--- src/rtl/spi_fe_pkg.sv ---
package spi_fe_pkg;

   // Serial pins bundled so that one synchronizer carries them with equal delay.
   typedef struct packed {
      logic cs_n;
      logic sck;
      logic mosi;
      logic hold_n;
   } spi_pins_t;

   localparam int PINS_W = $bits(spi_pins_t);

   // Select resets low so that a select already low at power-up shows no falling edge.
   localparam spi_pins_t PINS_RST = '{cs_n: 1'b0, sck: 1'b0, mosi: 1'b0, hold_n: 1'b1};

endpackage

--- src/rtl/spi_fe_sync.sv ---
module spi_fe_sync #(
   parameter int             W      = 4,
   parameter int             STAGES = 2,
   parameter logic [W-1:0]   RSTVAL = '0
) (
   input  logic         clk,
   input  logic         rst_n,
   input  logic [W-1:0] d,
   output logic [W-1:0] q
);
   if (STAGES < 2) begin : g_bad
      $error("spi_fe_sync: STAGES must be at least 2");
   end
   if (W < 1) begin : g_badw
      $error("spi_fe_sync: W must be positive");
   end

   logic [W-1:0] chain [STAGES];

   for (genvar s = 0; s < STAGES; s++) begin : g_stage
      always_ff @(posedge clk or negedge rst_n) begin
         if (!rst_n)      chain[s] <= RSTVAL;
         else if (s == 0) chain[s] <= d;
         else             chain[s] <= chain[(s == 0) ? 0 : s-1];
      end
   end

   assign q = chain[STAGES-1];
endmodule

--- src/rtl/spi_fe_rx.sv ---
module spi_fe_rx #(
   parameter int W = 8,
   localparam int CW = (W > 1) ? $clog2(W) : 1
) (
   input  logic          clk,
   input  logic          rst_n,
   input  logic          clr,
   input  logic          rise,
   input  logic          bit_in,
   output logic [CW-1:0] cnt,
   output logic          vld,
   output logic [W-1:0]  data
);
   localparam logic [CW-1:0] LAST = CW'(W-1);

   logic [W-1:0] shreg;
   logic [W-1:0] shnext;

   assign shnext = {shreg[W-2:0], bit_in};

   always_ff @(posedge clk or negedge rst_n) begin
      if (!rst_n) begin
         cnt   <= '0;
         shreg <= '0;
         vld   <= 1'b0;
         data  <= '0;
      end else begin
         vld <= 1'b0;
         if (clr) begin
            cnt <= '0;
         end else if (rise) begin
            shreg <= shnext;
            if (cnt == LAST) begin
               cnt  <= '0;
               vld  <= 1'b1;
               data <= shnext;
            end else begin
               cnt <= cnt + 1'b1;
            end
         end
      end
   end

   // a completed byte strobe never lasts two cycles
   p_vld_pulse_r3: assert property (@(posedge clk) disable iff (!rst_n)
      vld |=> !vld);
endmodule

--- src/rtl/spi_fe_tx.sv ---
module spi_fe_tx #(
   parameter int W = 8
) (
   input  logic         clk,
   input  logic         rst_n,
   input  logic         load,
   input  logic         fall,
   input  logic         boundary,
   input  logic [W-1:0] din,
   output logic         dout
);
   logic [W-1:0] shreg;

   always_ff @(posedge clk or negedge rst_n) begin
      if (!rst_n)          shreg <= '0;
      else if (load)       shreg <= din;
      else if (fall) begin
         if (boundary)     shreg <= din;
         else              shreg <= {shreg[W-2:0], 1'b0};
      end
   end

   assign dout = shreg[W-1];
endmodule

--- src/rtl/spi_flash_frontend.sv ---
module spi_flash_frontend #(
   parameter int BYTE_W      = 8,
   parameter int SYNC_STAGES = 2
) (
   input  logic              clk,
   input  logic              rst_n,
   input  logic              spi_sck,
   input  logic              spi_cs_n,
   input  logic              spi_mosi,
   input  logic              spi_hold_n,
   output logic              spi_miso,
   output logic              spi_miso_oe,
   input  logic [BYTE_W-1:0] tx_byte,
   output logic [BYTE_W-1:0] rx_byte,
   output logic              rx_byte_vld,
   output logic              frame_start,
   output logic              frame_end
);
   import spi_fe_pkg::*;

   localparam int CW = (BYTE_W > 1) ? $clog2(BYTE_W) : 1;

   if (BYTE_W < 2) begin : g_badw
      $error("spi_flash_frontend: BYTE_W must be at least 2");
   end

   spi_pins_t pins_raw, pins_s;
   logic      cs_q, sck_q, in_frame;
   logic      cs_fall, sel, go, sck_rise, sck_fall;
   logic [CW-1:0] rx_cnt;

   assign pins_raw = '{cs_n: spi_cs_n, sck: spi_sck, mosi: spi_mosi, hold_n: spi_hold_n};

   spi_fe_sync #(.W(PINS_W), .STAGES(SYNC_STAGES), .RSTVAL(PINS_RST)) i_sync (
      .clk(clk), .rst_n(rst_n), .d(pins_raw), .q(pins_s)
   );

   // Edge and frame qualification
   assign cs_fall  = cs_q & ~pins_s.cs_n;
   assign sel      = ~pins_s.cs_n & (in_frame | cs_fall);
   assign go       = sel & pins_s.hold_n;
   assign sck_rise = go &  pins_s.sck & ~sck_q;
   assign sck_fall = go & ~pins_s.sck &  sck_q;

   always_ff @(posedge clk or negedge rst_n) begin
      if (!rst_n) begin
         cs_q        <= PINS_RST.cs_n;
         sck_q       <= PINS_RST.sck;
         in_frame    <= 1'b0;
         frame_start <= 1'b0;
         frame_end   <= 1'b0;
         spi_miso_oe <= 1'b0;
      end else begin
         cs_q        <= pins_s.cs_n;
         sck_q       <= pins_s.sck;
         frame_start <= cs_fall;
         frame_end   <= in_frame & pins_s.cs_n;
         spi_miso_oe <= go;
         if (cs_fall)          in_frame <= 1'b1;
         else if (pins_s.cs_n) in_frame <= 1'b0;
      end
   end

   spi_fe_rx #(.W(BYTE_W)) i_rx (
      .clk(clk), .rst_n(rst_n),
      .clr(pins_s.cs_n | cs_fall), .rise(sck_rise), .bit_in(pins_s.mosi),
      .cnt(rx_cnt), .vld(rx_byte_vld), .data(rx_byte)
   );

   spi_fe_tx #(.W(BYTE_W)) i_tx (
      .clk(clk), .rst_n(rst_n),
      .load(cs_fall), .fall(sck_fall), .boundary(rx_cnt == '0),
      .din(tx_byte), .dout(spi_miso)
   );

   // released select turns the output off on the next cycle
   p_oe_deselect_r6: assert property (@(posedge clk) disable iff (!rst_n)
      pins_s.cs_n |=> !spi_miso_oe);
   // released select leaves the bit counter at zero
   p_cnt_clear_r6: assert property (@(posedge clk) disable iff (!rst_n)
      pins_s.cs_n |=> (rx_cnt == '0));
   // a pause holds the receive position
   p_hold_cnt_r7: assert property (@(posedge clk) disable iff (!rst_n)
      (!pins_s.hold_n && !pins_s.cs_n && !cs_fall) |=> $stable(rx_cnt));
   // a pause holds the output bit
   p_hold_tx_r7: assert property (@(posedge clk) disable iff (!rst_n)
      (!pins_s.hold_n && !cs_fall) |=> $stable(spi_miso));
   // the output is driven only inside an accepted frame
   p_oe_in_frame_r2: assert property (@(posedge clk) disable iff (!rst_n)
      spi_miso_oe |-> in_frame);
   // the start pulse lasts one cycle
   p_start_pulse_r9: assert property (@(posedge clk) disable iff (!rst_n)
      frame_start |=> !frame_start);
endmodule

--- config.mk ---
export PLATFORM = sky130hd
export DESIGN_NAME = spi_flash_frontend
export DESIGN_NICKNAME = d
export VERILOG_FILES = /design/src/rtl/spi_fe_pkg.sv /design/src/rtl/spi_fe_sync.sv /design/src/rtl/spi_fe_rx.sv /design/src/rtl/spi_fe_tx.sv /design/src/rtl/spi_flash_frontend.sv
export SDC_FILE = /design/constraint.sdc
export NUM_CORES = 1
export LEC_CHECK = 0
export BUFFER_PORTS_ARGS = -buffer_cell sky130_fd_sc_hd__buf_2
export CAP_MARGIN = 20
export CORE_MARGIN = 2
export CORE_UTILIZATION = 49
export CTS_BUF_LIST = sky130_fd_sc_hd__clkbuf_16
export CTS_CLUSTER_SIZE = 16
export DETAILED_ROUTE_END_ITERATION = 7
export PLACE_DENSITY = 0.74
export RECOVER_POWER = 50
export SYNTH_ARGS = -nofsm -noshare
export SYNTH_HDL_FRONTEND = slang
export SYNTH_SLANG_ARGS = --single-unit
--- constraint.sdc ---
create_clock -name clk -period 1.7 [get_ports clk]
set_clock_uncertainty 0.1 [all_clocks]
set_input_delay 0.17 -clock clk [delete_from_list [all_inputs] [get_ports clk]]
set_output_delay 0.17 -clock clk [all_outputs]
set_load 0.03 [all_outputs]
* Word-level counts from Yosys, hierarchy flattened
Index checks and enable logic that the tools add are counted.
Storage, ports and cells: ROM bits 0, memories 0, logic and storage cells 46, flip-flop bits (word level) 41, bits in writable memories 0, latch bits 0, input bits 14
Operators by class: $add $sub $neg 1, multiply operators 0, $lt $le $gt $ge 0, bitwise gates (word level) 14, reduce and logical (&&, ||, !) cells 6, equality and inequality tests 1, div/mod/pow operators 0, shift-type cells 0, muxes and demuxes 11
Operators by type and width (count):
- $mux 8 | 3
- $mux 3 | 3
- $and 1x1->1 | 8
- $reduce_bool 2->1 | 3
- $mux 1 | 5
- $not 1->1 | 4
- $add 3x1->3 const B | 1
- $eq 3x3->1 const B | 1
- $logic_not 3->1 | 1
- $reduce_and 3->1 | 1
- $or 1x1->1 | 2
- $reduce_and 2->1 | 1

* Logic depth before layout (Yosys ltp)
word-level depth 9, gate-level depth with buffers 6, mapped depth without buffers 6

* Cells and area by module
From an unflattened synthesis, not the netlist that was laid out.
Unflattened totals: cell total of the unflattened synthesis 119, area total of the unflattened synthesis 1705.4 um^2
By module, submodules not included:
- spi_fe_rx | area an instance 803.3 um^2, cells an instance 48, seq. area each 475.5 um^2, times used 1
- spi_fe_tx | area an instance 449.2 um^2, cells an instance 43, seq. area each 200.2 um^2, times used 1
- spi_fe_sync | area an instance 232.7 um^2, cells an instance 12, seq. area each 202.7 um^2, times used 1
- spi_flash_frontend | area an instance 220.2 um^2, cells an instance 16, seq. area each 150.1 um^2, times used 1

* Worst setup path after synthesis
OpenSTA, ideal clock, no wires.
path type register to register, start register i_sync.chain, in the netlist i_sync.q[0], end register i_rx.data[0], path slack 0.101 ns, period minus slack after synthesis 1.599 ns, data arrival time 1.374 ns, buffers on the path 1, stages on the path, launching flop included 6, cell sequence dfstp_2 and4b_1 and2_4 buf_12 nand2_8 mux2_4
Between the ends: word-level cells in the longest chain between the ends 4
Ends and longest elaborated chain:
- from (decl) | line spi_fe_sync.sv:18 | logic [W-1:0] chain [STAGES];
- from (signal, indexed assignment) | line spi_fe_sync.sv:24 | else chain[s] <= chain[(s == 0) ? 0 : s-1];
- $and 1x1->1 | line spi_flash_frontend.sv:41 | assign go = sel & pins_s.hold_n;
- $and 1x1->1 (2 in series) | line spi_flash_frontend.sv:42 | assign sck_rise = go & pins_s.sck & ~sck_q;
- $reduce_and 3->1 (no source line)
- to (signal assigned) | line spi_fe_rx.sv:36 | data <= shnext;
- to (decl) | line spi_fe_rx.sv:12 | output logic [W-1:0] data
Every way passes these cells. A chain may end at the register's enable or synchronous reset.

* Final worst setup path
start register i_sync.chain, in the netlist i_sync.q[0], end register i_rx.data[7]
The elaborated chain is that of the path after synthesis.

==> flow_metrics.env <==
export IMPL_status="completed"
export IMPL_wire_per_inst_um=12.5
export IMPL_dieHeight_um=61.2
export IMPL_end_kind="flip-flop"
export IMPL_cts_setup_buffers=0
export IMPL_finalPower_uw=2050
export IMPL_final_common_cell="dfrtp_1"
export IMPL_syn_area_sq_um=1600
export IMPL_drt_iter0_drc=44
export IMPL_die_area_sq_um=3740
export IMPL_vias_per_cell=4.70
export IMPL_slew_headroom_pct=65.0
export IMPL_r2r_end="i_rx.data[7]"
export IMPL_grt_pass1_vias=1033
export IMPL_ff2ff_path_depth=4
export IMPL_row_count=20
export IMPL_dp_hpwl_um=1810
export IMPL_start_kind="flip-flop"
export IMPL_gp_congestion=0.719
export IMPL_overflow=0
export IMPL_worst_pin_slew_ns=0.525
export IMPL_final_nets=178
export IMPL_finish_utilization_pct=63.9
export IMPL_core_area_sq_um=3080
export IMPL_tns_ns=0
export IMPL_rsz0062_at_grt="false"
export IMPL_grt_pass1_wl_um=4490
export IMPL_drt_pass1_iter_count=2
export IMPL_post_route_min_period_ns=1.57
export IMPL_p_per_area_nw_per_um2=1040
export IMPL_min_to="i_tx.shreg[0]"
export IMPL_rr_startpoint="i_sync.q[0]"
export IMPL_diodes=0
export IMPL_grt_antenna_before_repair=0
export IMPL_initial_utilization_pct=52.0
export IMPL_postCtsHoldBufs=5
export IMPL_cts_buffer_depth=2
export IMPL_insertion_delay_ns=0.28
export IMPL_hold_class="input port to flip-flop"
export IMPL_area_growth_pct=22.9
export IMPL_grt_max_degree=22
export IMPL_hold_viol=0
export IMPL_grt_use_total_pct=17.0
export IMPL_vias=968
export IMPL_finalMaxSlewViolations=0
export IMPL_hold_path_depth=3
export IMPL_setup_viol=0
export IMPL_io_pins=27
export IMPL_syn_nets=139
export IMPL_cts_sinks=41
export IMPL_max_freq_mhz=636
export IMPL_avgSynthCellArea_sq_um=13.1
export IMPL_h_tree_depth=2
export IMPL_peakVddDrop_mv=0.648
export IMPL_cp_required_ns=1.76
export IMPL_layout_common_cells="39 x dfrtp_1, 25 x buf_2, 23 x nand2_1, 10 x nor2_1"
export IMPL_synth_seq_cells=41
export IMPL_yosysWarnings=0
export IMPL_routed_wl_um=2570
export IMPL_ys_types=25
export IMPL_cp_arrival_ns=1.63
export IMPL_layoutNonFillerInstCount=206
export IMPL_cts_resized_gates=0
export IMPL_drv_cap=0
export IMPL_leakage_uw=0.00108
export IMPL_finalCritPeriodShare_pct=92.5
export IMPL_r2r_setup_slack_ns=0.13
export IMPL_min_from="tx_byte[0]"
export IMPL_drc_errors=0
export IMPL_holdWs_ns=0.0159
export IMPL_seq_area_frac_synth_pct=64.2
export IMPL_placed_cells=193
export IMPL_final_layout_size_suffix_gt1_share_pct=32.1
export IMPL_synth_cells=122
export IMPL_crit_fanout=9
export IMPL_cts_tree="built"
export IMPL_cts_inserted_buffers=5
export IMPL_io_buffer_count=26
export IMPL_clk_pin_slew_worst_paths_ns=0.05
export IMPL_fillCellCount=252
export IMPL_die_w_um=61.2
export IMPL_ant_nets=0
export IMPL_cts_root_buf="clkbuf_16"
export IMPL_path_class="flip-flop to flip-flop"
==> area by class of cell <==
class / instances / area, sq um / share of cell area (%)
clock inverters: 3 / 11.3 / 0.572
multi-input cells: 73 / 526 / 26.7
clock buffers: 5 / 125 / 6.36
inverters: 6 / 22.5 / 1.14
flip-flops and latches: 41 / 1030 / 52.3
repair buffers: 34 / 200 / 10.2
well taps: 44 / 55.1 / 2.80
==> worst max-delay path, stage by stage, from the launching register on <==
cell and delay, ns:
dfstp_2 0.53, and4b_1 0.23, and2_4 0.19, nand2_8 0.09
mux2_4 0.31
==> per-layer routing <==
metal / share of wire (%) / routed length (um) / track usage (%) / up-vias
li1: - / - / - / 480
met4: 1.5 / 39 / 5.59 / 0
met3: 5.7 / 147 / 7.56 / 4
met2: 51 / 1310 / 29.9 / 24
met1: 41 / 1060 / 18.2 / 460
met5: 0 / 0 / 0 / -
==> worst max path at each step <==
| stage | startpoint | to | slack [ns] | cells after the start |
|---|---|---|---|---|
| global placement | i_sync.q[0] | i_rx.data[0] | 0.16 | 4 |
| floorplan | i_sync.q[0] | i_rx.data[0] | 0.10 | 5 |
| finish | i_sync.q[0] | i_rx.data[7] | 0.13 | 4 |
| detailed placement | i_rx.cnt[0] | i_tx.shreg[1] | 0.12 | 6 |
| CTS | i_rx.cnt[0] | i_tx.shreg[1] | 0.11 | 6 |
| global route | i_rx.cnt[1] | i_tx.shreg[1] | 0.003 | 6 |
==> metrics by stage <==
| step | setup WS (ns) | area (sq um) |
|---|---|---|
| after floorplan | 0.101 | 1600 |
| after global placement | 0.160 | 1800 |
| after detailed placement | 0.123 | 1800 |
| after CTS | 0.112 | 1980 |
| after global routing | 0.00294 | 1970 |
| final | 0.128 | 1970 |
==> flip-flops by register name, indices dropped and copies added, names as in the netlist <==
register,flops
i_rx.shreg,7
i_sync.q,4
i_sync.chain,4
i_rx.cnt,3
i_rx.data,8
frame_end,1
sck_q,1
in_frame,1
cs_q,1
i_tx.shreg,8
frame_start,1
i_rx.vld,1
spi_miso_oe,1
==> report_power, final <==
part           switching, uW  total (uW)  leakage, uW  internal (uW)
sequential              30.6        1060     0.000519           1030
clock                    344         871    0.0000738            527
combinational           71.4         122     0.000486           50.6
==> synth_stat cells, drive strengths merged <==
library cell  count  share of area [%]
o22ai             1                1.3
mux2i             7                4.4
and2              3                1.4
dfstp             2                3.3
a22o              2                1.3
o21ai             1               0.31
buf               2                1.6
nand4b            1               0.55
and4b             1               0.63
nor3              1               0.31
o31ai             1               0.47
a21oi             8                2.7
nand2            24                6.6
ha                3                2.3
mux2              8                7.5
nor2             11                2.7
inv               6                1.4
nand3             1               0.31
dfrtp            39                 61
==> logic make-up (layout without fill, tap and decap cells) <==
group,Yosys count,after routing,share of synthesized area [%]
flip-flops,41,41,64.2
multiplexers,15,15,11.9
adder cells (fa/ha/maj),3,3,2.34
buffers and inverters,8,48,2.97
AO/OA/AOI/OAI,13,13,6.02
AND/OR/NAND/NOR,42,42,12.6
No activity file was read; power rests on OpenSTA's default activity.
